[src/rtl/csx_pkg.sv]
package csx_pkg;

  typedef enum logic [1:0] {
    ST_IDLE  = 2'd0,
    ST_SHIFT = 2'd1,
    ST_GAP   = 2'd2
  } csx_state_e;

  // Word length in bits for a length code; unlisted codes fall back to 8.
  function automatic logic [3:0] csx_len_decode(input logic [2:0] code);
    case (code)
      3'b001:  return 4'd5;
      3'b010:  return 4'd6;
      3'b011:  return 4'd7;
      3'b100:  return 4'd9;
      default: return 4'd8;
    endcase
  endfunction

endpackage

[src/rtl/csx_tx_hold.sv]
module csx_tx_hold #(
  parameter int DATA_W = 9
) (
  input  logic              clk,
  input  logic              rst,
  input  logic              soft_rst,
  input  logic              wr_en,
  input  logic [DATA_W-1:0] wr_data,
  input  logic              load,
  input  logic              busy,
  output logic [DATA_W-1:0] hold_data,
  output logic              tx_empty,
  output logic              bus_idle
);

  logic wr_accept;
  assign wr_accept = wr_en && tx_empty;

  always_ff @(posedge clk) begin
    if (rst || soft_rst) begin
      hold_data <= '1;
      tx_empty  <= 1'b1;
      bus_idle  <= 1'b1;
    end else if (wr_accept) begin
      hold_data <= wr_data;
      tx_empty  <= 1'b0;
      bus_idle  <= 1'b0;
    end else begin
      if (load) begin
        tx_empty <= 1'b1;
      end
      if (tx_empty && !busy) begin
        bus_idle <= 1'b1;
      end
    end
  end

endmodule

[src/rtl/csx_shift_eng.sv]
module csx_shift_eng
  import csx_pkg::*;
#(
  parameter int DATA_W = 9
) (
  input  logic              clk,
  input  logic              rst,
  input  logic              soft_rst,
  input  logic              bit_tick,
  input  logic [2:0]        cfg_len,
  input  logic [1:0]        cfg_wait,
  input  logic              cfg_slave,
  input  logic              force_high,
  input  logic              hold_valid,
  input  logic [DATA_W-1:0] hold_data,
  input  logic              sdi,
  output logic              load,
  output logic              busy,
  output logic              sclk,
  output logic              sdo,
  output logic              word_done,
  output logic [DATA_W-1:0] word_data
);

  localparam int CNT_W = $clog2(DATA_W + 1);

  csx_state_e        state;
  logic              phase;
  logic [CNT_W-1:0]  bit_idx;
  logic [CNT_W-1:0]  len_q;
  logic [1:0]        wait_q;
  logic [2:0]        gap_cnt;
  logic [DATA_W-1:0] tx_sh;
  logic [DATA_W-1:0] rx_sh;
  logic [DATA_W-1:0] rx_nxt;
  logic              last_bit;
  logic              rise_tick;
  logic              gap_end;
  logic [1:0]        eff_wait;

  assign last_bit  = (bit_idx == len_q - CNT_W'(1));
  assign rise_tick = (state == ST_SHIFT) && bit_tick && phase;
  assign gap_end   = (state == ST_GAP) && bit_tick && (gap_cnt == 3'd1);
  assign eff_wait  = cfg_slave ? 2'd0 : cfg_wait;
  assign busy      = (state != ST_IDLE);
  assign rx_nxt    = rx_sh | ({{(DATA_W-1){1'b0}}, sdi} << bit_idx);

  always_comb begin
    load = 1'b0;
    if (!soft_rst && hold_valid) begin
      if (state == ST_IDLE) begin
        load = 1'b1;
      end else if (rise_tick && last_bit && (wait_q == 2'd0)) begin
        load = 1'b1;
      end else if (gap_end) begin
        load = 1'b1;
      end
    end
  end

  always_ff @(posedge clk) begin
    if (rst) begin
      state     <= ST_IDLE;
      phase     <= 1'b0;
      bit_idx   <= '0;
      len_q     <= CNT_W'(8);
      wait_q    <= 2'd0;
      gap_cnt   <= 3'd0;
      tx_sh     <= '0;
      rx_sh     <= '0;
      sclk      <= 1'b1;
      sdo       <= 1'b1;
      word_done <= 1'b0;
      word_data <= '0;
    end else if (soft_rst) begin
      state     <= ST_IDLE;
      phase     <= 1'b0;
      bit_idx   <= '0;
      sclk      <= 1'b1;
      word_done <= 1'b0;
      if (force_high) begin
        sdo <= 1'b1;
      end
    end else begin
      word_done <= 1'b0;
      if (bit_tick) begin
        case (state)
          ST_SHIFT: begin
            if (!phase) begin
              sclk  <= 1'b0;
              sdo   <= tx_sh[0];
              phase <= 1'b1;
            end else begin
              sclk  <= 1'b1;
              phase <= 1'b0;
              rx_sh <= rx_nxt;
              tx_sh <= tx_sh >> 1;
              if (last_bit) begin
                word_done <= 1'b1;
                word_data <= rx_nxt;
                if (wait_q != 2'd0) begin
                  state   <= ST_GAP;
                  gap_cnt <= {wait_q, 1'b0};
                end else begin
                  state <= ST_IDLE;
                end
              end else begin
                bit_idx <= bit_idx + CNT_W'(1);
              end
            end
          end
          ST_GAP: begin
            if (gap_cnt == 3'd1) begin
              state <= ST_IDLE;
            end else begin
              gap_cnt <= gap_cnt - 3'd1;
            end
          end
          default: ;
        endcase
      end
      if (load) begin
        state   <= ST_SHIFT;
        phase   <= 1'b0;
        bit_idx <= '0;
        tx_sh   <= hold_data;
        rx_sh   <= '0;
        len_q   <= CNT_W'(csx_len_decode(cfg_len));
        wait_q  <= eff_wait;
      end
      if (force_high) begin
        sdo <= 1'b1;
      end
    end
  end

endmodule

[src/rtl/csx_rx_hold.sv]
module csx_rx_hold #(
  parameter int DATA_W = 9
) (
  input  logic              clk,
  input  logic              rst,
  input  logic              soft_rst,
  input  logic              word_done,
  input  logic [DATA_W-1:0] word_data,
  input  logic              rd_en,
  input  logic              irq_en,
  output logic [DATA_W-1:0] rx_data,
  output logic              rx_full,
  output logic              overrun,
  output logic              rx_irq
);

  logic take_word;
  logic lost_word;
  logic full_nxt;

  assign take_word = word_done && (!rx_full || rd_en);
  assign lost_word = word_done && rx_full && !rd_en;

  always_comb begin
    full_nxt = rx_full;
    if (rd_en) begin
      full_nxt = 1'b0;
    end
    if (take_word) begin
      full_nxt = 1'b1;
    end
  end

  always_ff @(posedge clk) begin
    if (rst) begin
      rx_data <= '0;
      rx_full <= 1'b0;
      overrun <= 1'b0;
      rx_irq  <= 1'b0;
    end else begin
      rx_full <= full_nxt;
      rx_irq  <= full_nxt && irq_en;
      if (take_word) begin
        rx_data <= word_data;
      end
      if (soft_rst) begin
        overrun <= 1'b0;
      end else if (lost_word) begin
        overrun <= 1'b1;
      end
    end
  end

endmodule

[src/rtl/csx_engine.sv]
module csx_engine #(
  parameter int DATA_W = 9
) (
  input  logic              clk,
  input  logic              rst,
  input  logic              bit_tick,
  input  logic [2:0]        cfg_len,
  input  logic [1:0]        cfg_wait,
  input  logic              cfg_slave,
  input  logic              irq_en,
  input  logic              soft_rst,
  input  logic              force_high,
  input  logic              tx_wr,
  input  logic [DATA_W-1:0] tx_data,
  input  logic              rx_rd,
  output logic [DATA_W-1:0] rx_data,
  output logic              tx_empty,
  output logic              bus_idle,
  output logic              rx_full,
  output logic              overrun,
  output logic              rx_irq,
  output logic              sclk,
  output logic              sdo,
  input  logic              sdi
);

  logic [DATA_W-1:0] hold_data;
  logic [DATA_W-1:0] word_data;
  logic              load;
  logic              busy;
  logic              word_done;

  csx_tx_hold #(.DATA_W(DATA_W)) tx_hold_i (
    .clk       (clk),
    .rst       (rst),
    .soft_rst  (soft_rst),
    .wr_en     (tx_wr),
    .wr_data   (tx_data),
    .load      (load),
    .busy      (busy),
    .hold_data (hold_data),
    .tx_empty  (tx_empty),
    .bus_idle  (bus_idle)
  );

  csx_shift_eng #(.DATA_W(DATA_W)) shift_i (
    .clk        (clk),
    .rst        (rst),
    .soft_rst   (soft_rst),
    .bit_tick   (bit_tick),
    .cfg_len    (cfg_len),
    .cfg_wait   (cfg_wait),
    .cfg_slave  (cfg_slave),
    .force_high (force_high),
    .hold_valid (!tx_empty),
    .hold_data  (hold_data),
    .sdi        (sdi),
    .load       (load),
    .busy       (busy),
    .sclk       (sclk),
    .sdo        (sdo),
    .word_done  (word_done),
    .word_data  (word_data)
  );

  csx_rx_hold #(.DATA_W(DATA_W)) rx_hold_i (
    .clk       (clk),
    .rst       (rst),
    .soft_rst  (soft_rst),
    .word_done (word_done),
    .word_data (word_data),
    .rd_en     (rx_rd),
    .irq_en    (irq_en),
    .rx_data   (rx_data),
    .rx_full   (rx_full),
    .overrun   (overrun),
    .rx_irq    (rx_irq)
  );

endmodule

[config.mk]
export PLATFORM = sky130hd
export DESIGN_NAME = csx_engine
export DESIGN_NICKNAME = d
export VERILOG_FILES = /design/src/rtl/csx_pkg.sv /design/src/rtl/csx_tx_hold.sv /design/src/rtl/csx_shift_eng.sv /design/src/rtl/csx_rx_hold.sv /design/src/rtl/csx_engine.sv
export SDC_FILE = /design/constraint.sdc
export NUM_CORES = 1
export LEC_CHECK = 0
export CORE_MARGIN = 2
export CORE_UTILIZATION = 30
export DETAILED_ROUTE_END_ITERATION = 12
export SETUP_SLACK_MARGIN = 0.4
export SLEW_MARGIN = 20
export SYNTH_ARGS = -nofsm -noshare
export SYNTH_HDL_FRONTEND = slang
export SYNTH_HIERARCHICAL = 1
export SYNTH_SLANG_ARGS = --single-unit
[constraint.sdc]
create_clock -name clk -period 6.3 [get_ports clk]
set_input_delay 1.26 -clock clk [delete_from_list [all_inputs] [get_ports clk]]
set_output_delay 1.26 -clock clk [all_outputs]
set_load 0.01 [all_outputs]
==> key figures, run 1 <==
Run status
  • Status: complete, no violations

Cells and area
  • Fin nets: 423
  • Syn-to-layout area delta: 19.85%
  • Final std cells w/o fill: 537
  • FILL cells: 1,139
  • Antenna cells: 0
  • Post-layout util: 36.48%
  • Share of cells above drive strength 1: about 16%

Detailed routing
  • Wire per inst: between 10 and 15 um
  • Routed wire length: 7231 um
  • Initial DRC count: 134
  • Vias: 2,673
  • Antenna viol nets, final: 0
  • Vias per inst: 4.978
  • Drc violations: 0
  • Drt first pass iters: 4

Yosys
  • Gate Count Post-Synth: 363
  • Compound-Gate Fraction of Synth Area: 22.11%
  • Synth Area in Adders: 2.678%
  • Post-Synthesis Cell Area: 3271 sq um
  • XOR/XNOR Fraction of Synth Area: 3.099%
  • EDFF count, synth: 0
  • Synth Register Bits: 69
  • Top_reg_cell synth: dfxtp_1
  • Net Count, Synth: 394
  • Post-synth top area cell: dfxtp_1
  • Sequential fraction of the synthesis area: 42.23%
  • Async SR Flop Fraction: 0%
  • Post-synthesis mux area share: less than 1%
  • Dominant cells by area after synthesis: dfxtp_1, a21oi_1, nor2_1
  • Average footprint of a synthesized cell: 9.010 sq um
  • Largest family of logic cells by synthesized area: simple AND/OR/NAND/NOR gates
  • Syn. warnings: 6
  • Simple-gate share of the synthesized area: 22.76%
  • Yosys cell types: 54
  • Share of the synthesized area in the top cell type: 42.23%

Critical path
  • CP Capture Type: flop
  • Critical path arrival: 3.61 ns
  • Worst Path Max Fanout: 17
  • Reg2Reg Setup Slack: 3.78 ns
  • R2r endpoint: tx_hold_i/tx_empty
  • WP data required: 6.59 ns
  • Crit Path Category: primary input to flop
  • Startpoint types: primary input
  • Crit Reg-Reg Startpoint: shift_i/state[1]
  • R2R cell count: 9

Clocking
  • Clock Tree Buf Depth: 2
  • Hold-fix buffers, CTS: 0
  • Reg clk slew, reported paths: 0.08 ns
  • Num CTS Buffers: 9
  • # H-tree levels: 3
  • Buffer count from post-CTS setup fixing: 0
  • Sink Count: 69
  • CTS resizes: 0
  • Root Driver: clkbuf_8
  • Skew-Pair Late Insertion Delay: about 0.35 ns
  • TritonCTS clock tree: done

STA
  • Hold Vio Cnt, Final: 0
  • Final period util: 52.66%
  • Tmin final: 3.318 ns
  • Slew @ Worst Pin: 0.6894 ns
  • Sum Neg Setup Slack: 0 ns
  • Skew final: approximately 0.0097 ns
  • Max-slew headroom: 53.99%
  • Slew Viols, Final: 0
  • RSZ-0062 raised after global routing: false
  • Final setup violation count: 0
  • Fmax: 0.3014 GHz

Die
  • IO Count: 40
  • Die width: about 110 um
  • Core area: 10,750 sq um
  • Die Height: 108.4 um
  • Starting Density: 30.44%
  • Rows: 38
  • Die area: 11,750 sq um

Global routing
  • Largest net degree at the start of global routing: 54
  • Initial antenna violation count: 0
  • Number of global-route vias before repair: ~2,700
  • First-pass GRT wire length: 12,780 um
  • Remaining Overflow, GRT: 0
  • Total track usage: 13.60%

Pwr
  • Power per cell area: 231.5 nW/um^2
  • Peak supply drop: 0.00009514 V
  • Leak Pwr: roughly 1.3 nW

Min path
  • Min-delay worst type: flop to flop
  • Min-Delay Startpoint: shift_i/word_data[5]
  • Hold depth: 2
  • Hold Path Sink: rx_hold_i/rx_data[5]

Placed design
  • RD Place Congestion: roughly 0.8
  • Port bufs: 39
  • Hpwl dp: 4814 um
  • DP Cell Count: 521

Run
  • Max Cap Viol: 0
[cells by family (layout without fill, tap and decap cells)]
family          after synthesis  after routing
flops                        69             69
simple gates                135            135
mux                           3              3
fa+ha+maj                     7              7
buf+inv                      37             71
compound gates              102            102
xor+xnor                     10             10
[flip-flops by register name (all words and copies together), names as in the netlist, 2 cells and up]
signal               cells
rx_hold_i/rx_data        9
shift_i/rx_sh            9
shift_i/tx_sh            9
shift_i/word_data        9
tx_hold_i/hold_data      9
shift_i/bit_idx          4
shift_i/len_q            4
shift_i/gap_cnt          3
shift_i/state            2
shift_i/wait_q           2
[worst max-delay path by stage]
| stage | from | endpoint | slack (ns) | cells after the start |
|---|---|---|---|---|
| CTS | bit_tick | tx_hold_i/tx_empty | 3.00 | 8 |
| global placement | bit_tick | tx_hold_i/tx_empty | 2.72 | 8 |
| detailed placement | bit_tick | tx_hold_i/tx_empty | 2.64 | 8 |
| global route | bit_tick | tx_hold_i/tx_empty | 2.70 | 8 |
| finish | soft_rst | tx_hold_i/tx_empty | 2.98 | 8 |
| floorplan | soft_rst | tx_hold_i/tx_empty | 3.78 | 9 |
[through the flow]
| stage | power [W] | hold slack, ns | cell area, sq um | worst slack (ns) |
|---|---|---|---|---|
| 2_1_floorplan | 0.0004916 | 0.4369 | 3271 | 3.782 |
| 3_3_place_gp | 0.0005149 | 0.4605 | 3696 | 2.721 |
| 3_5_place_dp | 0.0005153 | 0.4621 | 3696 | 2.640 |
| 4_1_cts | 0.0009189 | 0.4652 | 3918 | 2.996 |
| 5_1_grt | 0.0009426 | 0.4961 | 3920 | 2.697 |
| 6_report | 0.0009074 | 0.4652 | 3920 | 2.982 |
[where the power goes]
group | internal [W] | total (W) | switching, W
logic | 0.0000262 | 0.0000590 | 0.0000327
clock network | 0.000224 | 0.000402 | 0.000178
registers | 0.000442 | 0.000446 | 0.00000408
total | 0.000692 | 0.000907 | 0.000215
[metal layers]
layer / GRT usage (%) / vias up / share of wire (%)
li1: - / 1354 / -
met1: 17.19 / 1245 / 46
met2: 21.43 / 66 / 47
met3: 4.521 / 8 / 5.9
met4: 5.220 / 0 / 0.89
met5: 0 / - / 0
[synth_stat cells, drive strengths merged, types with 3 or more instances]
cell / count
clkbuf: 12
buf: 11
a311oi: 10
nor2: 30
o21ai: 22
dfxtp: 69
a211oi: 12
a31oi: 4
nand2: 35
and3: 5
a21bo: 9
mux2i: 3
nor2b: 5
nor3: 12
nand3: 27
ha: 7
nor4: 8
xor2: 6
xnor2: 3
a21oi: 36
inv: 14
[cell type report]
class	instances	area, sq um	area share, %
multi-input cells	257	1689	43.09
flip-flops and latches	69	1381	35.24
repair buffers	41	400.4	10.21
well taps	140	175.2	4.469
clock buffers	9	123.9	3.160
clock inverters	7	97.59	2.490
inverters	14	52.55	1.341
[cells in the final DEF, fill, tap and decap left out, types with 7 or more instances in the layout]
cell	count
a311oi_1	10
a21bo_1	9
nand2_2	9
nand3_2	9
o21ai_0	20
nor2_1	28
dfxtp_1	69
inv_1	13
nand3_1	18
nor3_1	10
ha_1	7
a21oi_1	26
clkdlybuf4s50_1	38
a211oi_1	10
a21oi_2	10
nor4_1	8
nand2_1	26
clkbuf_8	9
[worst max-delay path: stages]
cell,delay (ns)
clkdlybuf4s50_1,0.69
nand2b_1,0.31
nor4_1,0.31
and3_1,0.41
nor2_4,0.12
inv_2,0.31
nor2_1,0.09
o21ai_2,0.11
(Power assumes the default switching activity.)
==> inputs of run 2 (changes only) <==
==> constraint.sdc (replaced) <==
create_clock -name clk -period 3.3 [get_ports clk]
set_input_delay 0.66 -clock clk [delete_from_list [all_inputs] [get_ports clk]]
set_output_delay 0.66 -clock clk [all_outputs]
set_load 0.01 [all_outputs]
==> run 2 against run 1 <==
  * Die area is the same
  * Final area decreased by 0.19%
  * Register-to-register slack worse by 2.8 ns
  * Clock-buffer cell count increased by 1
  * Non-clock buffer count rose by 3
  * Sequential power grew 91%
  * Global-route usage is 0.72 points lower
  * Critical path type unchanged
  * Clock power rose by 68%
  * Via count rose by 0.75%
  * Final cell count up 0.56%
  * Routed wire length shrank 0.62%
==> key figures, run 2 (synthesis results as in run 1) <==
Run status
  • Status: complete, no violations

Clocking
  • Skew-Pair Late Insertion Delay: between 0.3 and 0.4 ns
  • Sink Count: just under 70
  • Hold-fix buffers, CTS: 0
  • Num CTS Buffers: 9
  • Buffer count from post-CTS setup fixing: 0
  • CTS resizes: 0
  • Reg clk slew, reported paths: 0.08 ns
  • Root Driver: clkbuf_8
  • TritonCTS clock tree: done
  • Clock Tree Buf Depth: 2
  • # H-tree levels: 3

Detailed routing
  • Vias: roughly 2,700
  • Drt first pass iters: 4
  • Vias per inst: approximately 5
  • Routed wire length: 7186 um
  • Drc violations: 0
  • Wire per inst: about 13 um
  • Antenna viol nets, final: 0
  • Initial DRC count: 125

STA
  • Max-slew headroom: between 50% and 60%
  • Final setup violation count: 0
  • Final period util: 74.44%
  • Skew final: about 0.011 ns
  • Final worst slack: 0.8433 ns
  • Hold Vio Cnt, Final: 0
  • Tmin final: ~2.5 ns
  • Slew Viols, Final: 0
  • Sum Neg Setup Slack: 0 ns
  • Fmax: 0.4071 GHz
  • RSZ-0062 raised after global routing: false
  • Slew @ Worst Pin: between 0.6 and 0.7 ns

Die
  • Starting Density: 30.44%
  • Die width: 108.4 um
  • IO Count: 40
  • Die area: between 10,000 and 15,000 sq um
  • Core area: 10,750 sq um
  • Die Height: 108.4 um
  • Rows: 38

Cells and area
  • Commonest non-fill, non-tap cell in the layout: dfxtp_1
  • Commonest non-fill, non-tap cells in the layout: dfxtp_1, clkdlybuf4s50_1, nor2_1
  • Share of cells above drive strength 1: 15.75%
  • FILL cells: 1,138
  • Syn-to-layout area delta: 19.63%
  • Final std cells w/o fill: 540
  • Design Area, Final: 3913 sq um
  • Fin nets: 426
  • Antenna cells: 0

Run
  • Max Cap Viol: 0

Min path
  • Min-delay worst type: flop to flop
  • Min-Delay Startpoint: shift_i/word_data[4]

Critical path
  • Crit-path cells: clkdlybuf4s50_1 -> nand3_1 -> nor4_1 -> and3_1 -> nor2_4 -> inv_2 -> nor4_1
  • Crit Path Category: primary input to flop
  • Max stage delay cell, worst path: clkdlybuf4s50_1
  • WP data required: ~3.5 ns
  • Crit Reg-Reg Startpoint: shift_i/state[1]
  • CP startpoint: bit_tick
  • Largest delay contributor family on the critical path: simple AND/OR/NAND/NOR gates
  • Reg2Reg Setup Slack: 0.99 ns
  • CP peak stage delay: about 0.57 ns
  • Buf/Inv on CP: 2
  • Crit path top cell by count: nor4_1
  • Startpoint types: primary input
  • CP Capture Type: flop
  • Critical path arrival: 2.65 ns
  • Worst Path Max Fanout: 17

Pwr
  • Power per cell area: approximately 420 nW/um^2
  • Leak Pwr: 1.340 nW
  • Peak supply drop: between 0.00015 and 0.0002 V
  • Final Power: 0.001640 W

Global routing
  • Met2 GRT Util: 20.27%
  • Met1 Use GR: between 15 and 20%
  • Total track usage: 12.88%
  • Initial antenna violation count: 0
  • Layer with the highest usage: met2
  • Met3 Use GR: 3.556%
  • Number of global-route vias before repair: 2,524
  • Remaining Overflow, GRT: 0
  • First-pass GRT wire length: around 12,000 um
  • Largest net degree at the start of global routing: 54

Placed design
  • RD Place Congestion: ~0.8
  • Placement Setup Slack: a little under 0.5 ns
  • Hpwl dp: 4807 um
  • Placed instance area: 3719 sq um
  • Port bufs: 39
  • DP Cell Count: 524
-- run 2: cell count changes in the layout (fill, tap and decap cells not counted), sizes merged --
cell	delta
buf	+3
bufinv	-1
clkbuf	+1
clkinv	+1
inv	-1
-- run 2: worst paths after layout --
kind / depth (start not counted) / end
setup reg to reg: 8 / shift_i/rx_sh[3]
setup / recovery: 7 / shift_i/rx_sh[3]
hold reg to reg: 2 / rx_hold_i/rx_data[4]
hold / removal: 2 / rx_hold_i/rx_data[4]
-- run 2: power by group --
part / switching [W] / internal, W / leakage (nW) / total, W
combinational: 0.0000634 / 0.0000511 / 0.689 / 0.000114
sequential: 0.00000727 / 0.000844 / 0.558 / 0.000852
clock: 0.000327 / 0.000348 / 0.0923 / 0.000674
total: 0.000397 / 0.00124 / 1.34 / 0.00164
-- run 2: layer usage --
layer	vias to the layer above	share of wire, %
li1	1359	-
met4	0	1.2
met1	1259	49
met2	63	45
met5	-	0
met3	12	4.6
-- run 2: stage by stage --
stage          hold slack, ns  utilization, %
6_report               0.4680           36.41
5_1_grt                0.4897           36.41
4_1_cts                0.4662           36.39
3_5_place_dp           0.4627           34.61
3_3_place_gp           0.4593           34.61
2_1_floorplan          0.4369               -
-- run 2: layout make-up --
| type | instances | area [sq um] | share of cell area (%) |
|---|---|---|---|
| clock inverter | 6 | 63.81 | 1.631 |
| inverter | 14 | 52.55 | 1.343 |
| tap | 140 | 175.2 | 4.477 |
| multi-input combinational | 257 | 1687 | 43.11 |
| sequential | 69 | 1381 | 35.31 |
| clock buffer | 10 | 127.6 | 3.262 |
| timing repair buffer | 44 | 425.4 | 10.87 |
-- run 2: tightest hold or removal path, stage by stage (launching register included) --
cell	delay, ns
dfxtp_1	0.31
nand3_1	0.08
a21oi_2	0.05
